$ cat config.mk
export PLATFORM = sky130hd
export DESIGN_NAME = eeprom_page_commit
export DESIGN_NICKNAME = d
export VERILOG_FILES = /design/src/rtl/eeprom_pb_pkg.sv /design/src/rtl/pb_slot_store.sv /design/src/rtl/pb_protect.sv /design/src/rtl/pb_commit_timer.sv /design/src/rtl/eeprom_page_commit.sv
export SDC_FILE = /design/constraint.sdc
export NUM_CORES = 1
export LEC_CHECK = 0
export ABC_AREA = 0
export BUFFER_PORTS_ARGS = -buffer_cell sky130_fd_sc_hd__clkbuf_2
export CELL_PAD_IN_SITES_DETAIL_PLACEMENT = 2
export CELL_PAD_IN_SITES_GLOBAL_PLACEMENT = 2
export CORE_ASPECT_RATIO = 1.2
export CORE_MARGIN = 4
export CORE_UTILIZATION = 30
export CTS_BUF_LIST = sky130_fd_sc_hd__clkbuf_8
export DETAILED_ROUTE_END_ITERATION = 8
export GPL_TIMING_DRIVEN = 0
export PLACE_DENSITY_LB_ADDON = 0.3
export SLEW_MARGIN = 10
export SYNTH_ARGS = -nofsm -noshare
export SYNTH_HDL_FRONTEND = slang
export SYNTH_SLANG_ARGS = --single-unit
$ cat constraint.sdc
create_clock -name clk -period 3.1 [get_ports clk]
set_input_delay 0.93 -clock clk [delete_from_list [all_inputs] [get_ports clk]]
set_output_delay 0.93 -clock clk [all_outputs]
set_load 0.01 [all_outputs]
$ cat src/rtl/eeprom_pb_pkg.sv
package eeprom_pb_pkg;
  localparam int SLOT_W     = 3;
  localparam int PAGE_BYTES = 1 << SLOT_W;
  typedef logic [7:0]        byte_t;
  typedef logic [SLOT_W-1:0] slot_t;
endpackage

$ cat src/rtl/pb_slot_store.sv
module pb_slot_store
  import eeprom_pb_pkg::*;
#(
  parameter int ADDR_W = 8
) (
  input  logic                    clk,
  input  logic                    rst_n,
  input  logic                    clear_i,
  input  logic                    end_i,
  input  logic                    load_i,
  input  logic [ADDR_W-1:0]       addr_i,
  input  byte_t                   data_i,
  input  slot_t                   rd_slot_i,
  output logic [ADDR_W-SLOT_W-1:0] page_o,
  output logic [PAGE_BYTES-1:0]   mask_o,
  output byte_t                   rd_data_o
);
  byte_t                    slot_q [PAGE_BYTES];
  logic [PAGE_BYTES-1:0]    mask_q;
  logic [ADDR_W-SLOT_W-1:0] page_q;
  slot_t                    ptr_q;
  logic                     open_q;
  slot_t                    wr_slot;

  assign wr_slot = open_q ? ptr_q : addr_i[SLOT_W-1:0];

  always_ff @(posedge clk or negedge rst_n) begin
    if (!rst_n) begin
      mask_q <= '0;
      page_q <= '0;
      ptr_q  <= '0;
      open_q <= 1'b0;
    end else if (clear_i) begin
      mask_q <= '0;
      open_q <= 1'b0;
    end else if (end_i) begin
      open_q <= 1'b0;
    end else if (load_i) begin
      if (!open_q) page_q <= addr_i[ADDR_W-1:SLOT_W];
      open_q          <= 1'b1;
      mask_q[wr_slot] <= 1'b1;
      ptr_q           <= wr_slot + slot_t'(1);
    end
  end

  always_ff @(posedge clk) begin
    if (load_i && !clear_i && !end_i) slot_q[wr_slot] <= data_i;
  end

  assign page_o    = page_q;
  assign mask_o    = mask_q;
  assign rd_data_o = slot_q[rd_slot_i];
endmodule

$ cat src/rtl/pb_protect.sv
module pb_protect #(
  parameter bit UPPER_ONLY = 1'b1
) (
  input  logic wp_i,
  input  logic addr_msb_i,
  output logic blocked_o
);
  generate
    if (UPPER_ONLY) begin : g_upper
      assign blocked_o = wp_i & addr_msb_i;
    end else begin : g_whole
      logic unused_msb;
      assign unused_msb = addr_msb_i;
      assign blocked_o  = wp_i;
    end
  endgenerate
endmodule

$ cat src/rtl/pb_commit_timer.sv
module pb_commit_timer
  import eeprom_pb_pkg::*;
#(
  parameter int WR_CYCLES = 16,
  localparam int CW = $clog2(WR_CYCLES + 1),
  localparam int IW = $clog2(PAGE_BYTES + 1)
) (
  input  logic          clk,
  input  logic          rst_n,
  input  logic          go_i,
  output logic          busy_o,
  output logic          done_o,
  output logic [IW-1:0] idx_o
);
  logic [CW-1:0] left_q;
  logic [IW-1:0] idx_q;
  logic          busy_q;

  always_ff @(posedge clk or negedge rst_n) begin
    if (!rst_n) begin
      busy_q <= 1'b0;
      left_q <= '0;
      idx_q  <= '0;
    end else if (!busy_q) begin
      if (go_i) begin
        busy_q <= 1'b1;
        left_q <= CW'(WR_CYCLES - 1);
        idx_q  <= '0;
      end
    end else begin
      if (left_q == '0) busy_q <= 1'b0;
      else              left_q <= left_q - CW'(1);
      if (idx_q != IW'(PAGE_BYTES)) idx_q <= idx_q + IW'(1);
    end
  end

  assign busy_o = busy_q;
  assign done_o = busy_q && (left_q == '0);
  assign idx_o  = idx_q;
endmodule

$ cat src/rtl/eeprom_page_commit.sv
module eeprom_page_commit
  import eeprom_pb_pkg::*;
#(
  parameter int ADDR_W     = 8,
  parameter int WR_CYCLES  = 16,
  parameter bit UPPER_ONLY = 1'b1,
  localparam int IW = $clog2(PAGE_BYTES + 1)
) (
  input  logic              clk,
  input  logic              rst_n,
  input  logic              ld_valid,
  output logic              ld_ready,
  input  logic [ADDR_W-1:0] ld_addr,
  input  logic [7:0]        ld_data,
  input  logic              start_i,
  input  logic              stop_i,
  input  logic              wp,
  output logic              mem_we,
  output logic [ADDR_W-1:0] mem_addr,
  output logic [7:0]        mem_wdata,
  output logic              busy
);
  generate
    if (WR_CYCLES < PAGE_BYTES) begin : g_bad_len
      $error("WR_CYCLES must cover one write per page slot");
    end
  endgenerate

  logic [ADDR_W-SLOT_W-1:0] page;
  logic [PAGE_BYTES-1:0]    mask;
  logic [IW-1:0]            idx;
  logic                     done, go, start_ok, stop_ok, take;
  logic                     wp_q, blocked, in_page;
  byte_t                    rd_data;

  assign ld_ready = !busy;
  assign start_ok = start_i && !busy;
  assign stop_ok  = stop_i && !busy && !start_i;
  assign take     = ld_valid && ld_ready && !start_i && !stop_i;
  assign go       = stop_ok && (mask != '0);

  pb_slot_store #(.ADDR_W(ADDR_W)) u_store (
    .clk      (clk),
    .rst_n    (rst_n),
    .clear_i  (start_ok || done),
    .end_i    (stop_ok),
    .load_i   (take),
    .addr_i   (ld_addr),
    .data_i   (ld_data),
    .rd_slot_i(idx[SLOT_W-1:0]),
    .page_o   (page),
    .mask_o   (mask),
    .rd_data_o(rd_data)
  );

  pb_commit_timer #(.WR_CYCLES(WR_CYCLES)) u_timer (
    .clk   (clk),
    .rst_n (rst_n),
    .go_i  (go),
    .busy_o(busy),
    .done_o(done),
    .idx_o (idx)
  );

  always_ff @(posedge clk or negedge rst_n) begin
    if (!rst_n)  wp_q <= 1'b0;
    else if (go) wp_q <= wp;
  end

  pb_protect #(.UPPER_ONLY(UPPER_ONLY)) u_prot (
    .wp_i      (wp_q),
    .addr_msb_i(page[ADDR_W-SLOT_W-1]),
    .blocked_o (blocked)
  );

  assign in_page   = (idx < IW'(PAGE_BYTES));
  assign mem_addr  = {page, idx[SLOT_W-1:0]};
  assign mem_wdata = rd_data;
  assign mem_we    = busy && in_page && mask[idx[SLOT_W-1:0]] && !blocked;
endmodule

==> flow_summary.json, run 1 <==
{
  "ys_async_sr_fraction": 0.304,
  "ant_nets": 0,
  "period_needed_ns": 2.96,
  "drc_errors": 0,
  "internal-power_w": 0.00236,
  "max_cap_violations": 0,
  "die_x_um": 113,
  "cts_buffers": 9,
  "relSlewSlack": 0.284,
  "io_pins": 41,
  "synth_edf_count": 64,
  "grt_pass1_wl_um": 14600,
  "syn2layout_area_growth_pct": 15.6,
  "yosys_warnings": 0,
  "final_nets": 319,
  "dieArea_um2": 15200,
  "placed_cell_area_um2": 4410,
  "cp.arrival_ns": 2.03,
  "chipHeight_um": 134,
  "status": "finished, final reports clean",
  "drv_slew": 0,
  "critPathMaxStageDelay_ns": 0.54,
  "netlist_top_cells_area": "edfxtp_1 (48%), dfrtp_1 (18%), mux4_2 (9.0%)",
  "core_area_um2": 12800,
  "wl_per_cell_um": 19.9,
  "row_count": 45,
  "finalHoldViolCount": 0,
  "grt_util_all_layers": 0.126,
  "syn_nets": 264,
  "n_fill_cell": 1324,
  "layout_commonest_cell": "edfxtp_1",
  "synth_top_area_cell": "edfxtp_1",
  "syn_inst": 238,
  "ys_types": 49,
  "io_buffers": 40,
  "finalSetupViolations": 0,
  "post_drt_via_cell_ratio": 4.94,
  "drt_wl_total_um": 9160,
  "synth_seq_cells": 92,
  "syn_area_um2": 3990,
  "grt-ovfl-total": 0,
  "final_cell_mix": "edfxtp_1 (64), clkbuf_2 (41), dfrtp_1 (27)",
  "dr.pass1.iters": 4,
  "cts_tree": "yes",
  "gp_congestion": 0.687,
  "critPathTopFamily": "multiplexers",
  "critPathLaunchType": "flip-flop",
  "drive_above_1_share": 0.377,
  "ys_seq_area_frac": 0.658,
  "dr.first_iter.drc_count": 83,
  "clockPowerShare": 0.202,
  "end_kind": "output pin",
  "design_area_um2": 4610,
  "fin_skew_ns": 0.0120,
  "cts_hold_buf": 0,
  "seqPwrFrac": 0.452,
  "netSwitchingFraction": 0.335,
  "cpMaxStageDelayCell": "mux4_2",
  "cp_data_required_time_ns": 2.17,
  "ir_drop_v": 0.000345,
  "ctsLongestPathBuffers": 2,
  "start_util": 0.311,
  "path_clk_slew_ns": 0.09,
  "grt_max_degree": 29,
  "hp-class": "flip-flop to flip-flop",
  "critPathKind": "flip-flop to output pin",
  "timing.hold.ws_ns": 0.489,
  "p_leak_nw": 1.67,
  "max_freq_ghz": 0.338,
  "antenna_cells": 0,
  "htreeDepth": 3,
  "rsz0062_at_grt": "no",
  "p_comb_frac": 0.346,
  "worst-path-max-fanout": 10,
  "clock_sinks": 92,
  "p_per_area_nw_per_um2": 769,
  "crit_chain": "buf_4, mux4_2, mux2_2, clkbuf_2",
  "grt_pass1_vias": 2613,
  "synth.avg_cell_area_um2": 16.8,
  "root_buffer": "clkbuf_8",
  "critPathBufInv": 2,
  "hpwl_um": 6220,
  "synthFlopType": "edfxtp_1",
  "finalCritPeriodShare": 0.954,
  "vias": 2278,
  "clkLatencyLatePin_ns": 0.36,
  "synth_top_area_frac": 0.482,
  "p_sw_w": 0.00119,
  "worst_pin_slew_ns": 1.07,
  "grt_antenna_before_repair": 0
}
-- area by class of cell --
type / instances / area, um2 / area share
timing repair buffer: 45 / 238 / 0.0516
inverter: 6 / 22.5 / 0.00489
clock inverter: 6 / 42.5 / 0.00923
multi-input combinational: 125 / 1250 / 0.272
clock buffer: 9 / 124 / 0.0269
tap: 164 / 205 / 0.0445
buffer: 14 / 97.6 / 0.0212
sequential: 92 / 2620 / 0.569
-- metrics by stage --
stage / setup TNS, ns / cells / power [W] / utilization / setup WS [ns]
floorplan: 0 / 238 / 0.00242 / - / 0.445
CTS: 0 / 457 / 0.00357 / 0.356 / 0.0310
global placement: -3.15 / 442 / 0.00280 / 0.342 / -0.368
detailed placement: -0.178 / 443 / 0.00284 / 0.343 / -0.0235
global route: 0 / 461 / 0.00378 / 0.359 / 0.0128
finish: 0 / 461 / 0.00354 / 0.359 / 0.142
-- power by group through the flow --
stage                     Combinational [W]  Clock [W]  Sequential, W
after floorplan                    0.000825          0        0.00159
after CTS                           0.00121   0.000746        0.00162
after detailed placement            0.00121          0        0.00163
final                               0.00122   0.000717        0.00160
after global placement              0.00119          0        0.00162
after global routing                0.00136   0.000791        0.00163
-- registers in the layout, summed over array words and instances, names as in the netlist --
register        count
u_timer.busy_o      1
wp_q                1
u_store.open_q      1
u_store.page_o      5
u_store.ptr_q       3
u_timer.left_q      5
u_timer.idx_o       4
u_store.slot_q     64
u_store.mask_o      8
-- path summary, 6_finish.rpt --
path                                             endpoint  slack (ns)                          start  depth (start not counted)
min in group asynchronous   u_store.page_o[2]$_DFFE_PN0P_        0.63                          rst_n                          1
max                                          mem_wdata[6]        0.14   u_timer.idx_o[0]$_DFFE_PN0P_                          4
max in group asynchronous    u_timer.idx_o[0]$_DFFE_PN0P_        1.94                          rst_n                          1
max reg2reg                u_store.slot_q[7][3]$_DFFE_PP_        0.60       u_timer.busy_o$_DFF_PN0_                          3
min                         u_store.page_o[1]$_DFFE_PN0P_        0.49  u_store.page_o[1]$_DFFE_PN0P_                          1
min reg2reg                 u_store.page_o[1]$_DFFE_PN0P_        0.49  u_store.page_o[1]$_DFFE_PN0P_                          1
-- cells in the mapped netlist, types with 5 or more instances --
cell,n
inv_1,5
nand2_1,10
clkbuf_1,5
dfrtp_1,28
a211oi_2,7
mux2i_1,6
mux2_1,6
buf_4,5
nand3b_1,5
edfxtp_1,64
mux4_2,16
o21a_1,9
mux2_2,9
-- per-layer routing --
layer	part of all wire	global-route usage	vias up
met4	0.015	0.0474	0
met3	0.033	0.0221	11
met1	0.42	0.150	1177
met2	0.53	0.225	45
met5	0	0	-
li1	-	-	1045
-- logic make-up (layout without fill, tap and decap cells) --
logic type,after synthesis,after routing,synth area share
AOI/OAI and AO/OA,39,39,0.0791
and+or+nand+nor,43,43,0.0684
buffers and inverters,21,80,0.0289
muxes,38,38,0.151
xor gates and xnor gates,1,1,0.00220
adders and majority gates,4,4,0.0126
DFF,92,92,0.658
-- repair_timing --
action,in CTS,in global routing
gates resized for setup,4,1
endpoints found under the setup margin,9,8
setup buffers,0,4
No activity file was read; power rests on OpenSTA's default activity.
==> run 2: changes to the inputs <==
==> constraint.sdc (replaced) <==
create_clock -name clk -period 3.1 [get_ports clk]
set_input_delay 0.93 -clock clk [delete_from_list [all_inputs] [get_ports clk]]
set_output_delay 0.93 -clock clk [all_outputs]
set_load 0.1 [all_outputs]
==> run 2 against run 1 <==
Final cell count is 0.65% lower; via count is 0.13% lower; routed wire length is 2.2% lower; utilization is 0.25 points higher; fmax is 0.92% lower; register-to-register slack better by 0.02 ns; cell area is 0.71% higher; non-clock buffer count is 3 lower; highest routed layer unchanged.
==> flow_summary.json, run 2 (same netlist as run 1, synthesis figures left out) <==
{
  "dr_wl_met2_um": 4560,
  "vias": 2275,
  "path_clk_slew_ns": 0.08,
  "largest_reg_flops": 64,
  "grt-ovfl-total": 0,
  "post_drt_via_cell_ratio": 4.97,
  "dieArea_um2": 15200,
  "finalHoldViolCount": 0,
  "max_freq_ghz": 0.335,
  "dr.pass1.iters": 4,
  "worst_pin_slew_ns": 1.07,
  "start_util": 0.311,
  "cp.arrival_ns": 2.06,
  "multi_input_area_um2": 1260,
  "cts_buffers": 9,
  "final_cell_mix": "edfxtp_1 (64), clkbuf_2 (33), dfrtp_1 (26)",
  "ir_drop_v": 0.000729,
  "io_buffers": 40,
  "crit_chain": "buf_6, mux4_2, mux2_2, clkbuf_4",
  "regArea_um2": 2630,
  "grt_pass1_wl_um": 14600,
  "wl_per_cell_um": 19.5,
  "period_needed_ns": 2.99,
  "status": "finished, final reports clean",
  "fin_skew_ns": 0.00858,
  "grt_antenna_before_repair": 0,
  "max_cap_violations": 0,
  "die_x_um": 113,
  "n_fill_cell": 1317,
  "fin_ws_ns": 0.115,
  "cts_tree": "yes",
  "met1_length_um": 3940,
  "end_kind": "output pin",
  "relSlewSlack": 0.286,
  "htreeDepth": 3,
  "clkLatencyLatePin_ns": 0.36,
  "grt_max_degree": 29,
  "finalSetupViolations": 0,
  "top_layer": "met4",
  "finalSetupTns_ns": 0,
  "clock_sinks": 92,
  "grt_pass1_vias": 2730,
  "core_area_um2": 12800,
  "dr.first_iter.drc_count": 49,
  "root_buffer": "clkbuf_8",
  "drt_wl_total_um": 8950,
  "finalCritPeriodShare": 0.963,
  "critPathLaunchType": "flip-flop",
  "drc_errors": 0,
  "io_pins": 41,
  "dr_wl_met3_um": 246,
  "placed_cell_area_um2": 4420,
  "final_nets": 316,
  "syn2layout_area_growth_pct": 16.4,
  "row_count": 45,
  "design_area_um2": 4640,
  "hpwl_um": 6240,
  "critPathMaxStageDelay_ns": 0.51,
  "drv_slew": 0,
  "gp_congestion": 0.706,
  "drive_above_1_share": 0.378,
  "worst-path-max-fanout": 10,
  "rsz0062_at_grt": "no",
  "ctsLongestPathBuffers": 2,
  "hp-class": "flip-flop to flip-flop",
  "cp_data_required_time_ns": 2.17,
  "ant_nets": 0,
  "antenna_cells": 0,
  "grt_util_all_layers": 0.127,
  "largest_register": "u_store.slot_q",
  "cpMaxStageDelayCell": "mux4_2",
  "p_leak_nw": 1.67,
  "layout_commonest_cell": "edfxtp_1",
  "critPathKind": "flip-flop to output pin",
  "p_per_area_nw_per_um2": 989,
  "dp_worst_setup_slack_ns": -0.130,
  "chipHeight_um": 134
}
run 2: metrics by stage:
stage	instances	hold WS (ns)	power, W	utilization
2_1_floorplan	238	0.459	0.00340	-
3_3_place_gp	442	0.468	0.00378	0.343
3_5_place_dp	443	0.484	0.00381	0.344
4_1_cts	458	0.504	0.00466	0.362
5_1_grt	458	0.536	0.00484	0.362
6_report	458	0.495	0.00459	0.362
run 2: critical path: cells and delay by family (launching register included):
| kind | cells | cell delay [ns] |
|---|---|---|
| DFF | 1 | 0.42 |
| muxes | 2 | 0.78 |
| buffers and inverters | 2 | 0.50 |
run 2: what timing repair did:
action	CTS	global route
hold buffers	0	0
resized for setup	15	6
setup endpoints to repair	9	5
pin swaps	0	0
hold endpoints to repair	0	0
buffers inserted	1	0
run 2: worst paths after layout:
kind	slack, ns	start	end	cells after the start
min in group asynchronous	0.62	rst_n	u_store.page_o[3]$_DFFE_PN0P_	1
max in group asynchronous	1.93	rst_n	u_timer.busy_o$_DFF_PN0_	1
hold / removal	0.49	u_store.page_o[2]$_DFFE_PN0P_	u_store.page_o[2]$_DFFE_PN0P_	1
setup / recovery	0.11	u_timer.idx_o[0]$_DFFE_PN0P_	mem_wdata[2]	4
setup reg to reg	0.62	u_timer.busy_o$_DFF_PN0_	u_store.slot_q[3][1]$_DFFE_PP_	3
hold reg to reg	0.49	u_store.page_o[2]$_DFFE_PN0P_	u_store.page_o[2]$_DFFE_PN0P_	1
run 2: power breakdown:
part / internal [W] / switching (W) / total, W
sequential: 0.00146 / 0.000148 / 0.00161
combinational: 0.000641 / 0.00157 / 0.00221
clock: 0.000362 / 0.000409 / 0.000771
total: 0.00246 / 0.00213 / 0.00459
run 2: layout make-up:
class / count / share of cell area
sequential: 92 / 0.566
multi-input combinational: 125 / 0.272
timing repair buffer: 42 / 0.0507
tap: 164 / 0.0442
clock buffer: 9 / 0.0267
buffer: 14 / 0.0218
clock inverter: 6 / 0.0124
inverter: 6 / 0.00566
run 2: metal layers:
layer / global-route usage / up-vias
li1: - / 1036
met1: 0.158 / 1182
met2: 0.217 / 43
met3: 0.0230 / 14
met4: 0.0541 / 0
met5: 0 / -
==> run 3: changes to the inputs <==
--- a/config.mk
+++ b/config.mk
@@ -11,7 +11,7 @@
 export CELL_PAD_IN_SITES_GLOBAL_PLACEMENT = 2
 export CORE_ASPECT_RATIO = 1.2
 export CORE_MARGIN = 4
-export CORE_UTILIZATION = 30
+export CORE_UTILIZATION = 37
 export CTS_BUF_LIST = sky130_fd_sc_hd__clkbuf_8
 export DETAILED_ROUTE_END_ITERATION = 8
 export GPL_TIMING_DRIVEN = 0
==> run 3 against run 2 <==
Via count is 0.97% higher; die area is 18% lower; power rose by 5.5%; critical path depth stayed put; cell area is 0.84% higher; clock skew grew 0.0070 ns; critical endpoint is now mem_wdata[0]; fmax is 1.1% lower; routed wire length grew 7.1%; final cell count shrank 7.2%; critical path type unchanged; global-route usage grew 3.9 points; first-iteration DRC count rose by 120%.
==> flow_summary.json, run 3 (same netlist as run 1, synthesis figures left out) <==
{
  "drive_above_1_share": 0.389,
  "n_fill_cell": 993,
  "start_util": 0.379,
  "use_met1": 0.213,
  "dp_cells": 408,
  "cp_data_required_time_ns": 2.17,
  "grt_util_all_layers": 0.166,
  "grt.busiest_layer": "met2",
  "drc_errors": 0,
  "finalCritPeriodShare": 0.974,
  "final_core_util": 0.445,
  "clock_sinks": 92,
  "ctsLongestPathBuffers": 2,
  "dr.pass1.iters": 5,
  "finalPower_w": 0.00484,
  "syn2layout_area_growth_pct": 17.4,
  "grt_pass1_wl_um": 15300,
  "critPathLaunchType": "flip-flop",
  "io_pins": 41,
  "final_cell_mix": "edfxtp_1 (64), clkbuf_2 (33), dfrtp_1 (26)",
  "period_needed_ns": 3.02,
  "drt_wl_total_um": 9590,
  "fin_skew_ns": 0.0156,
  "ant_nets": 0,
  "grt_max_degree": 29,
  "core_area_um2": 10500,
  "final_nets": 317,
  "row_count": 41,
  "finalSetupViolations": 0,
  "chipHeight_um": 122,
  "p_leak_nw": 1.71,
  "worst-path-max-fanout": 10,
  "gp_congestion": 0.744,
  "antenna_cells": 0,
  "die_x_um": 103,
  "dieArea_um2": 12500,
  "cts_tree": "yes",
  "clkLatencyLatePin_ns": 0.36,
  "worst_pin_slew_ns": 1.17,
  "layout_commonest_cell": "edfxtp_1",
  "status": "finished, final reports clean",
  "timing.hold.ws_ns": 0.494,
  "drv_slew": 0,
  "root_buffer": "clkbuf_8",
  "globalRouteMet2Util": 0.285,
  "end_kind": "output pin",
  "max_freq_ghz": 0.331,
  "post_drt_via_cell_ratio": 5.40,
  "ir_drop_v": 0.000426,
  "io_buffers": 40,
  "cts_buffers": 9,
  "wl_per_cell_um": 22.6,
  "final_cells": 425,
  "grt_pass1_vias": 2668,
  "hpwl_um": 6670,
  "max_cap_violations": 0,
  "grt_antenna_before_repair": 0,
  "relSlewSlack": 0.219,
  "hp-class": "flip-flop to flip-flop",
  "dp_worst_setup_slack_ns": -0.168,
  "dr.first_iter.drc_count": 108,
  "groute.layer.met3.usage": 0.0229,
  "cts_hold_buf": 0,
  "vias": 2297,
  "largest_reg_flops": 64,
  "grt-ovfl-total": 0,
  "finalHoldViolCount": 0,
  "largest_register": "u_store.slot_q",
  "cp.arrival_ns": 2.09,
  "rsz0062_at_grt": "no",
  "critPathKind": "flip-flop to output pin",
  "path_clk_slew_ns": 0.08,
  "htreeDepth": 3,
  "fin_ws_ns": 0.0806,
  "p_per_area_nw_per_um2": 1030
}
## run 3: cell count changes in the layout (fill, tap and decap cells not counted)
cell,delta
clkinvlp_4,-1
clkinv_2,+1
clkinv_4,-1
clkbuf_8,+2
buf_4,-5
buf_2,-1
clkinv_1,-2
clkbuf_4,+6
bufinv_16,+2
buf_6,+1
## run 3: where the power goes
part	switching (W)	internal (W)
combinational	0.00158	0.000651
sequential	0.000152	0.00146
clock	0.000419	0.000576
total	0.00215	0.00269
## run 3: cell type report
cell class                 instances  area (um2)  share of cell area
inverter                           6        26.3             0.00561
clock inverter                     5        98.8              0.0211
multi-input combinational        125        1260               0.270
tap                              129         161              0.0345
sequential                        92        2630               0.561
clock buffer                      11         151              0.0324
buffer                            14         108              0.0230
timing repair buffer              43         243              0.0519
## run 3: path summary, 6_finish.rpt
check,depth (start not counted),start,slack (ns),endpoint
worst max-delay path,4,u_timer.idx_o[0]$_DFFE_PN0P_,0.08,mem_wdata[0]
worst min-delay path,1,u_store.page_o[0]$_DFFE_PN0P_,0.49,u_store.page_o[0]$_DFFE_PN0P_
worst max register to register,3,u_timer.busy_o$_DFF_PN0_,0.54,u_store.slot_q[2][1]$_DFFE_PP_
worst min register to register,1,u_store.page_o[0]$_DFFE_PN0P_,0.49,u_store.page_o[0]$_DFFE_PN0P_
max in group asynchronous,1,rst_n,1.92,u_timer.busy_o$_DFF_PN0_
min in group asynchronous,1,rst_n,0.62,u_timer.idx_o[3]$_DFFE_PN0P_
## run 3: per-layer routing
layer | up-vias | routed length (um)
met3 | 8 | 226
met4 | 0 | 151
li1 | 1041 | -
met2 | 35 | 5000
met1 | 1213 | 4210
met5 | - | 0
## run 3: repair_timing
action | in CTS | in global routing
resized for setup | 15 | 3
setup endpoints to repair | 9 | 5
pin swaps | 0 | 0
hold endpoints to repair | 0 | 0
buffers inserted | 2 | 0
## run 3: through the flow
stage | setup TNS, ns | cell area (um2)
after floorplan | 0 | 4000
after global placement | -3.76 | 4370
after detailed placement | -1.71 | 4380
after CTS | 0 | 4670
after global routing | 0 | 4680
final | 0 | 4680
## run 3: worst max-delay path: stages, from the launching register on
cell,delay [ns]
dfrtp_2,0.42
buf_6,0.21
mux4_2,0.52
mux2_2,0.29
clkbuf_4,0.28
